`src/rtl/bfs_pkg.sv`:
```
package bfs_pkg;

  localparam int BFS_DELAY   = 4;
  localparam int GROUP_SLOTS = 8;
  localparam int PLANE_IDX_W = 3;

  typedef enum logic [1:0] {
    REG_START  = 2'd0,
    REG_STOP   = 2'd1,
    REG_PLANES = 2'd2,
    REG_NONE   = 2'd3
  } reg_sel_e;

  typedef struct packed {
    logic start_hit;
    logic stop_hit;
  } win_evt_t;

  typedef struct packed {
    logic                   valid;
    logic [PLANE_IDX_W-1:0] plane;
  } slot_t;

  // fixed plane order inside one eight-slot group
  function automatic slot_t slot_map(input logic [2:0] ph);
    slot_t s;
    s = '0;
    unique case (ph)
      3'd1: s = '{valid: 1'b1, plane: 3'd3};
      3'd2: s = '{valid: 1'b1, plane: 3'd5};
      3'd3: s = '{valid: 1'b1, plane: 3'd1};
      3'd5: s = '{valid: 1'b1, plane: 3'd2};
      3'd6: s = '{valid: 1'b1, plane: 3'd4};
      3'd7: s = '{valid: 1'b1, plane: 3'd0};
      default: s = '0;
    endcase
    return s;
  endfunction

endpackage

```
`src/rtl/bfs_regs.sv`:
```
module bfs_regs
  import bfs_pkg::*;
#(
  parameter int POS_W      = 9,
  parameter int PLANE_W    = 3,
  parameter int MAX_PLANES = 6
) (
  input  logic               clk_i,
  input  logic               rst_ni,
  input  logic               wr_en_i,
  input  logic [1:0]         wr_addr_i,
  input  logic [POS_W-1:0]   wr_data_i,
  output logic [POS_W-1:0]   start_eff_o,
  output logic [POS_W-1:0]   stop_eff_o,
  output logic [PLANE_W-1:0] planes_eff_o
);

  localparam logic [PLANE_W-1:0] PL_MAX = PLANE_W'(MAX_PLANES);

  logic [POS_W-1:0]   start_q, stop_q;
  logic [PLANE_W-1:0] planes_q;
  logic [PLANE_W-1:0] planes_wr;
  logic               wr_start, wr_stop, wr_planes;

  assign wr_start  = wr_en_i && (reg_sel_e'(wr_addr_i) == REG_START);
  assign wr_stop   = wr_en_i && (reg_sel_e'(wr_addr_i) == REG_STOP);
  assign wr_planes = wr_en_i && (reg_sel_e'(wr_addr_i) == REG_PLANES);

  always_comb begin
    planes_wr = wr_data_i[PLANE_W-1:0];
    if (planes_wr > PL_MAX) planes_wr = PL_MAX;
  end

  always_ff @(posedge clk_i or negedge rst_ni) begin
    if (!rst_ni) begin
      start_q  <= '0;
      stop_q   <= '0;
      planes_q <= '0;
    end else begin
      if (wr_start)  start_q  <= wr_data_i;
      if (wr_stop)   stop_q   <= wr_data_i;
      if (wr_planes) planes_q <= planes_wr;
    end
  end

  // same-cycle writes are seen by this cycle's compare
  assign start_eff_o  = wr_start  ? wr_data_i : start_q;
  assign stop_eff_o   = wr_stop   ? wr_data_i : stop_q;
  assign planes_eff_o = wr_planes ? planes_wr : planes_q;

endmodule

```
`src/rtl/bfs_lookahead.sv`:
```
module bfs_lookahead #(
  parameter int POS_W     = 9,
  parameter int LINE_LEN  = 228,
  parameter int LOOKAHEAD = 4
) (
  input  logic             clk_i,
  input  logic             rst_ni,
  input  logic             line_start_i,
  input  logic [POS_W-1:0] start_i,
  input  logic [POS_W-1:0] stop_i,
  output logic [POS_W-1:0] la_o,
  output logic             start_hit_o,
  output logic             stop_hit_o
);

  localparam logic [POS_W-1:0] LA_INIT = POS_W'(LOOKAHEAD);
  localparam logic [POS_W-1:0] LA_LAST = POS_W'(LINE_LEN - 1);

  logic [POS_W-1:0] la_q, la_now;

  assign la_now = line_start_i ? LA_INIT : la_q;

  always_ff @(posedge clk_i or negedge rst_ni) begin
    if (!rst_ni)                la_q <= LA_INIT;
    else if (la_now == LA_LAST) la_q <= '0;
    else                        la_q <= la_now + 1'b1;
  end

  assign la_o        = la_now;
  assign start_hit_o = (la_now == start_i);
  assign stop_hit_o  = (la_now == stop_i);

endmodule

```
`src/rtl/bfs_delay_pipe.sv`:
```
module bfs_delay_pipe #(
  parameter int WIDTH = 2,
  parameter int DEPTH = 3
) (
  input  logic             clk_i,
  input  logic             rst_ni,
  input  logic [WIDTH-1:0] d_i,
  output logic [WIDTH-1:0] q_o
);

  logic [WIDTH-1:0] stage_q [DEPTH];

  for (genvar i = 0; i < DEPTH; i++) begin : g_stage
    if (i == 0) begin : g_head
      always_ff @(posedge clk_i or negedge rst_ni) begin
        if (!rst_ni) stage_q[i] <= '0;
        else         stage_q[i] <= d_i;
      end
    end else begin : g_tail
      always_ff @(posedge clk_i or negedge rst_ni) begin
        if (!rst_ni) stage_q[i] <= '0;
        else         stage_q[i] <= stage_q[i-1];
      end
    end
  end

  assign q_o = stage_q[DEPTH-1];

endmodule

```
`src/rtl/bfs_slot_gen.sv`:
```
module bfs_slot_gen
  import bfs_pkg::*;
#(
  parameter int POS_W    = 9,
  parameter int LINE_LEN = 228,
  parameter int PLANE_W  = 3
) (
  input  logic                   clk_i,
  input  logic                   rst_ni,
  input  logic [POS_W-1:0]       hpos_i,
  input  win_evt_t               evt_i,
  input  logic [PLANE_W-1:0]     planes_i,
  input  logic                   dma_en_i,
  output logic                   win_o,
  output logic                   fetch_o,
  output logic [PLANE_IDX_W-1:0] plane_o
);

  localparam int PH_W = $clog2(GROUP_SLOTS);
  localparam logic [POS_W-1:0] POS_LAST = POS_W'(LINE_LEN - 1);

  logic            win_q, win_d;
  logic [PH_W-1:0] phase_q, phase_d;
  slot_t           slot;
  logic            plane_ok;

  // stop beats start; a due start beats line end
  always_comb begin
    if (evt_i.stop_hit)         win_d = 1'b0;
    else if (evt_i.start_hit)   win_d = 1'b1;
    else if (hpos_i == POS_LAST) win_d = 1'b0;
    else                        win_d = win_q;
  end

  always_comb begin
    if (!win_d)     phase_d = '0;
    else if (win_q) phase_d = phase_q + 1'b1;
    else            phase_d = '0;
  end

  always_ff @(posedge clk_i or negedge rst_ni) begin
    if (!rst_ni) begin
      win_q   <= 1'b0;
      phase_q <= '0;
    end else begin
      win_q   <= win_d;
      phase_q <= phase_d;
    end
  end

  assign slot     = slot_map(3'(phase_q));
  assign plane_ok = (PLANE_W'(slot.plane) < planes_i);
  assign fetch_o  = win_q && dma_en_i && slot.valid && plane_ok;
  assign plane_o  = fetch_o ? slot.plane : '0;
  assign win_o    = win_q;

endmodule

```
`src/rtl/bpl_fetch_seq.sv`:
```
module bpl_fetch_seq
  import bfs_pkg::*;
#(
  parameter int POS_W      = 9,
  parameter int LINE_LEN   = 228,
  parameter int MAX_PLANES = 6
) (
  input  logic                   clk_i,
  input  logic                   rst_ni,
  input  logic [POS_W-1:0]       hpos_i,
  input  logic                   line_start_i,
  input  logic                   wr_en_i,
  input  logic [1:0]             wr_addr_i,
  input  logic [POS_W-1:0]       wr_data_i,
  input  logic                   dma_en_i,
  output logic                   fetch_o,
  output logic [PLANE_IDX_W-1:0] plane_o
);

  localparam int PLANE_W  = PLANE_IDX_W;
  localparam int EVT_W    = $bits(win_evt_t);
  localparam int EVT_DEPTH = BFS_DELAY - 1; // window register is the last stage

  logic [POS_W-1:0]   start_eff, stop_eff, la_w;
  logic [PLANE_W-1:0] planes_eff, planes_act;
  logic               start_hit, stop_hit, win_w;
  win_evt_t           evt_now, evt_dly;

  bfs_regs #(.POS_W(POS_W), .PLANE_W(PLANE_W), .MAX_PLANES(MAX_PLANES)) u_regs (
    .clk_i, .rst_ni, .wr_en_i, .wr_addr_i, .wr_data_i,
    .start_eff_o (start_eff),
    .stop_eff_o  (stop_eff),
    .planes_eff_o(planes_eff)
  );

  bfs_lookahead #(.POS_W(POS_W), .LINE_LEN(LINE_LEN), .LOOKAHEAD(BFS_DELAY)) u_la (
    .clk_i, .rst_ni, .line_start_i,
    .start_i    (start_eff),
    .stop_i     (stop_eff),
    .la_o       (la_w),
    .start_hit_o(start_hit),
    .stop_hit_o (stop_hit)
  );

  assign evt_now = '{start_hit: start_hit, stop_hit: stop_hit};

  bfs_delay_pipe #(.WIDTH(EVT_W), .DEPTH(EVT_DEPTH)) u_evt_pipe (
    .clk_i, .rst_ni,
    .d_i(evt_now),
    .q_o(evt_dly)
  );

  bfs_delay_pipe #(.WIDTH(PLANE_W), .DEPTH(BFS_DELAY)) u_pl_pipe (
    .clk_i, .rst_ni,
    .d_i(planes_eff),
    .q_o(planes_act)
  );

  bfs_slot_gen #(.POS_W(POS_W), .LINE_LEN(LINE_LEN), .PLANE_W(PLANE_W)) u_slot (
    .clk_i, .rst_ni, .hpos_i,
    .evt_i   (evt_dly),
    .planes_i(planes_act),
    .dma_en_i,
    .win_o   (win_w),
    .fetch_o,
    .plane_o
  );

endmodule

```
`config.mk`:
```
export PLATFORM = sky130hd
export DESIGN_NAME = bpl_fetch_seq
export DESIGN_NICKNAME = d
export VERILOG_FILES = /design/src/rtl/bfs_pkg.sv /design/src/rtl/bfs_regs.sv /design/src/rtl/bfs_lookahead.sv /design/src/rtl/bfs_delay_pipe.sv /design/src/rtl/bfs_slot_gen.sv /design/src/rtl/bpl_fetch_seq.sv
export SDC_FILE = /design/constraint.sdc
export NUM_CORES = 1
export LEC_CHECK = 0
export ABC_AREA = 1
export ABC_CLOCK_PERIOD_IN_PS = 2300
export CORE_MARGIN = 3
export CORE_UTILIZATION = 39
export DETAILED_ROUTE_END_ITERATION = 16
export PLACE_DENSITY = 0.69
export SLEW_MARGIN = 20
export SYNTH_ARGS = -nofsm -noshare
export SYNTH_HDL_FRONTEND = slang
export SYNTH_SLANG_ARGS = --single-unit
export TNS_END_PERCENT = 30
```
`constraint.sdc`:
```
create_clock -name clk_i -period 2.3 [get_ports clk_i]
set_input_delay 0.46 -clock clk_i [delete_from_list [all_inputs] [get_ports clk_i]]
set_output_delay 0.46 -clock clk_i [all_outputs]
set_load 0.03 [all_outputs]
```
==> flow_summary.json <==
{
  "slew_viol_final": 0,
  "reg2reg_from": "u_la.la_q[1]",
  "async_set_or_reset_register_ratio_after_synthesis": 1.000,
  "tritoncts.num_buffers": 5,
  "setup_viol_count_final": 0,
  "root_buffer": "sky130_fd_sc_hd__clkbuf_8",
  "setup.worst_path.end_class": "primary output",
  "count_of_unique_library_cells_instantiated_by_yosys": 26,
  "placement_rows": 28,
  "pwr_density_cell_mw_per_mm2": 664.8,
  "grt_max_degree": 30,
  "synthFlopType": "sky130_fd_sc_hd__dfrtp_1",
  "drc": 0,
  "finalPower_mw": 2.098,
  "vdd_ir_drop_max_mv": 0.3033,
  "setup.worst_path.class": "flip-flop to primary output",
  "core_area_mm2": 0.006096,
  "synth_area_mm2": 0.002529,
  "yosysWarnings": 0,
  "estimated_wirelength_of_the_detail_placed_design_um": 3990,
  "htree_levels": 2,
  "initial_utilization": 0.4148,
  "crit_chain": "buf_6 -> ha_4 -> ha_4 -> a21oi_2 -> nand3_2 -> a21oi_2 -> buf_6",
  "tns_ps": 0,
  "mappedNetlistNets": 356,
  "place.gp.congestion": 0.9067,
  "die-width_um": 86.52,
  "holdCritPathClass": "input port to asynchronous set/reset pin",
  "clock_path_buffers": 2,
  "critical-path-max-stage-delay_ps": 420,
  "final_period_minus_worst_setup_slack_ps": 2221,
  "antenna_cells_inserted": 0,
  "die-area_mm2": 0.007486,
  "grt_pass1_wl_um": 9059,
  "worst_slew_pin_slew_ps": 642.3,
  "synth-edff-count": 0,
  "max_cap_violations": 0,
  "tritoncts": "built",
  "clk_latency_ps": 310,
  "detail_route.vias_per_cell": 4.773,
  "power.leakage_nw": 1.620,
  "syn_area_per_cell_um2": 7.829,
  "floorplan.io_pins": 29,
  "finalClockSkew_ps": 11.63,
  "startpoint": "u_slot.phase_q[1]",
  "final.period_utilization": 0.9655,
  "area_growth_pct": 24.84,
  "clkSinkCount": 49,
  "wl_per_cell_um": 11.87,
  "grtUsageTotal": 0.1529,
  "port_buffers": 28,
  "grt_overflow_total": 0,
  "clkTransAtPathRegs_ps": 100,
  "worstSetupStartpointType": "flip-flop",
  "critical_path_required_ps": 1840,
  "layout.cells.most_common_list": "sky130_fd_sc_hd__nand2_1 (98), sky130_fd_sc_hd__inv_1 (54), sky130_fd_sc_hd__dfrtp_1 (48)",
  "synth_top_area_cell": "sky130_fd_sc_hd__dfrtp_1",
  "synth_top_cell_area_share": 0.4750,
  "finalCoreUtilization": 0.5179,
  "grt_setup_unrepaired": "yes",
  "cts_hold_buffers": 0,
  "hold_viol": 0,
  "layout_commonest_cell": "sky130_fd_sc_hd__nand2_1",
  "synth_area_leaders": "sky130_fd_sc_hd__dfrtp_1 (48%), sky130_fd_sc_hd__nand2_1 (15%), sky130_fd_sc_hd__inv_1 (8.2%), sky130_fd_sc_hd__nand3_1 (7.7%), sky130_fd_sc_hd__ha_1 (4.0%)",
  "grt_antenna_before_repair": 0,
  "run_status": "finished clean",
  "worst-endpoint-arrival_ps": 1760,
  "chipHeight_um": 86.52,
  "max_slew_margin": 0.5718,
  "layout-drive-gt1-share": 0.1436,
  "critPathMaxFanout": 4,
  "timing.critical_path.slowest_stage_cell": "sky130_fd_sc_hd__dfrtp_1",
  "count_of_mapped_cells_out_of_synthesis": 323,
  "postSynthRegisterBits": 49,
  "finalWirelength_um": 5270,
  "route.vias.total": 2119,
  "first_global_vias": 2064,
  "finalNetCount": 401,
  "max_freq_mhz": 450.3,
  "drtAntennaViolNets": 0,
  "drt_pre_antenna_iters": 4,
  "sequential_element_share_of_the_synthesized_area": 0.4854,
  "drt_first_iter_violations": 103
}
-- repair_timing --
item,in CTS,in global routing
gates resized for setup,2,16
setup endpoints to repair,3,5
setup buffers,0,1
pin swaps,2,5
-- kinds of logic (layout without fill, tap and decap cells) --
| group | Yosys count | count (layout) | share of synthesized area |
|---|---|---|---|
| xor gates and xnor gates | 2 | 2 | 0.006929 |
| and+or+nand+nor | 180 | 180 | 0.3122 |
| AOI/OAI and AO/OA | 24 | 24 | 0.05938 |
| adders and majority gates | 8 | 8 | 0.03959 |
| buffers and inverters | 60 | 106 | 0.09649 |
| DFF | 49 | 49 | 0.4854 |
-- critical path, delay by kind of cell (launching register included) --
kind	cells	cell delay (ps)
DFF	1	420
adders and majority gates	2	370
buffers and inverters	2	270
AOI/OAI and AO/OA	2	260
and+or+nand+nor	1	130
-- cell usage after synthesis (2+ instances only) --
cell type,number
sky130_fd_sc_hd__a21oi_1,5
sky130_fd_sc_hd__buf_6,2
sky130_fd_sc_hd__clkbuf_1,2
sky130_fd_sc_hd__dfrtp_1,48
sky130_fd_sc_hd__ha_1,8
sky130_fd_sc_hd__inv_1,55
sky130_fd_sc_hd__nand2_1,98
sky130_fd_sc_hd__nand2_2,2
sky130_fd_sc_hd__nand2_4,3
sky130_fd_sc_hd__nand3_1,39
sky130_fd_sc_hd__nand4_1,3
sky130_fd_sc_hd__nor2_1,24
sky130_fd_sc_hd__nor2_2,2
sky130_fd_sc_hd__nor3_1,6
sky130_fd_sc_hd__o211ai_1,4
sky130_fd_sc_hd__o21ai_0,10
sky130_fd_sc_hd__o21ai_2,2
sky130_fd_sc_hd__xor2_1,2
-- sequential cells by signal, summed over array words and instances, names as in the netlist --
name                flops
u_regs.start_q          9
u_la.la_q               9
u_slot.phase_q          3
u_pl_pipe.stage_q       9
u_pl_pipe.q_o           3
u_evt_pipe.q_o          2
u_regs.stop_q           9
u_slot.win_o            1
u_evt_pipe.stage_q      4
-- final timing paths --
| check | endpoint | slack (ps) | cells after the start |
|---|---|---|---|
| worst max-delay path | plane_o[0] | 80 | 7 |
| worst min-delay path | u_regs.start_q[2] | 170 | 1 |
| worst max register to register | u_la.la_q[8] | 730 | 10 |
| worst min register to register | u_evt_pipe.q_o[0] | 350 | 0 |
| max in group asynchronous | u_slot.phase_q[0] | 1490 | 2 |
| min in group clk_i | u_evt_pipe.q_o[0] | 350 | 0 |
-- where the power goes --
part	internal [mW]	total (mW)	leakage, nW	switching (mW)
registers	0.970	1.02	0.626	0.0465
logic	0.190	0.455	0.935	0.265
clock network	0.326	0.626	0.0585	0.300
total	1.49	2.10	1.62	0.612
-- through the flow --
stage	std cells	worst slack [ps]	hold slack, ps	area (um2)
2_1_floorplan	323	111.6	164.4	2529
3_3_place_gp	435	76.88	331.5	2955
3_5_place_dp	435	-39.88	334.7	2955
4_1_cts	443	10.98	183.2	3083
5_1_grt	444	-50.11	204.1	3157
6_report	444	79.31	166.9	3157
-- layout make-up --
| type | instances | area, um2 |
|---|---|---|
| flip-flops and latches | 49 | 1227 |
| multi-input cells | 214 | 1131 |
| inverters | 55 | 206.4 |
| repair buffers | 43 | 385.4 |
| clock inverters | 3 | 43.79 |
| clock buffers | 5 | 68.82 |
| fillers | 611 | 2939 |
| well taps | 75 | 93.84 |
-- routing by layer --
| metal | GRT usage | up-vias | routed length, um |
|---|---|---|---|
| met4 | 0.06374 | 0 | 97 |
| met5 | 0 | - | 0 |
| li1 | - | 1094 | - |
| met3 | 0.03232 | 9 | 279 |
| met1 | 0.1843 | 965 | 2270 |
| met2 | 0.2643 | 51 | 2623 |
Power figures use the tool's default switching activity.
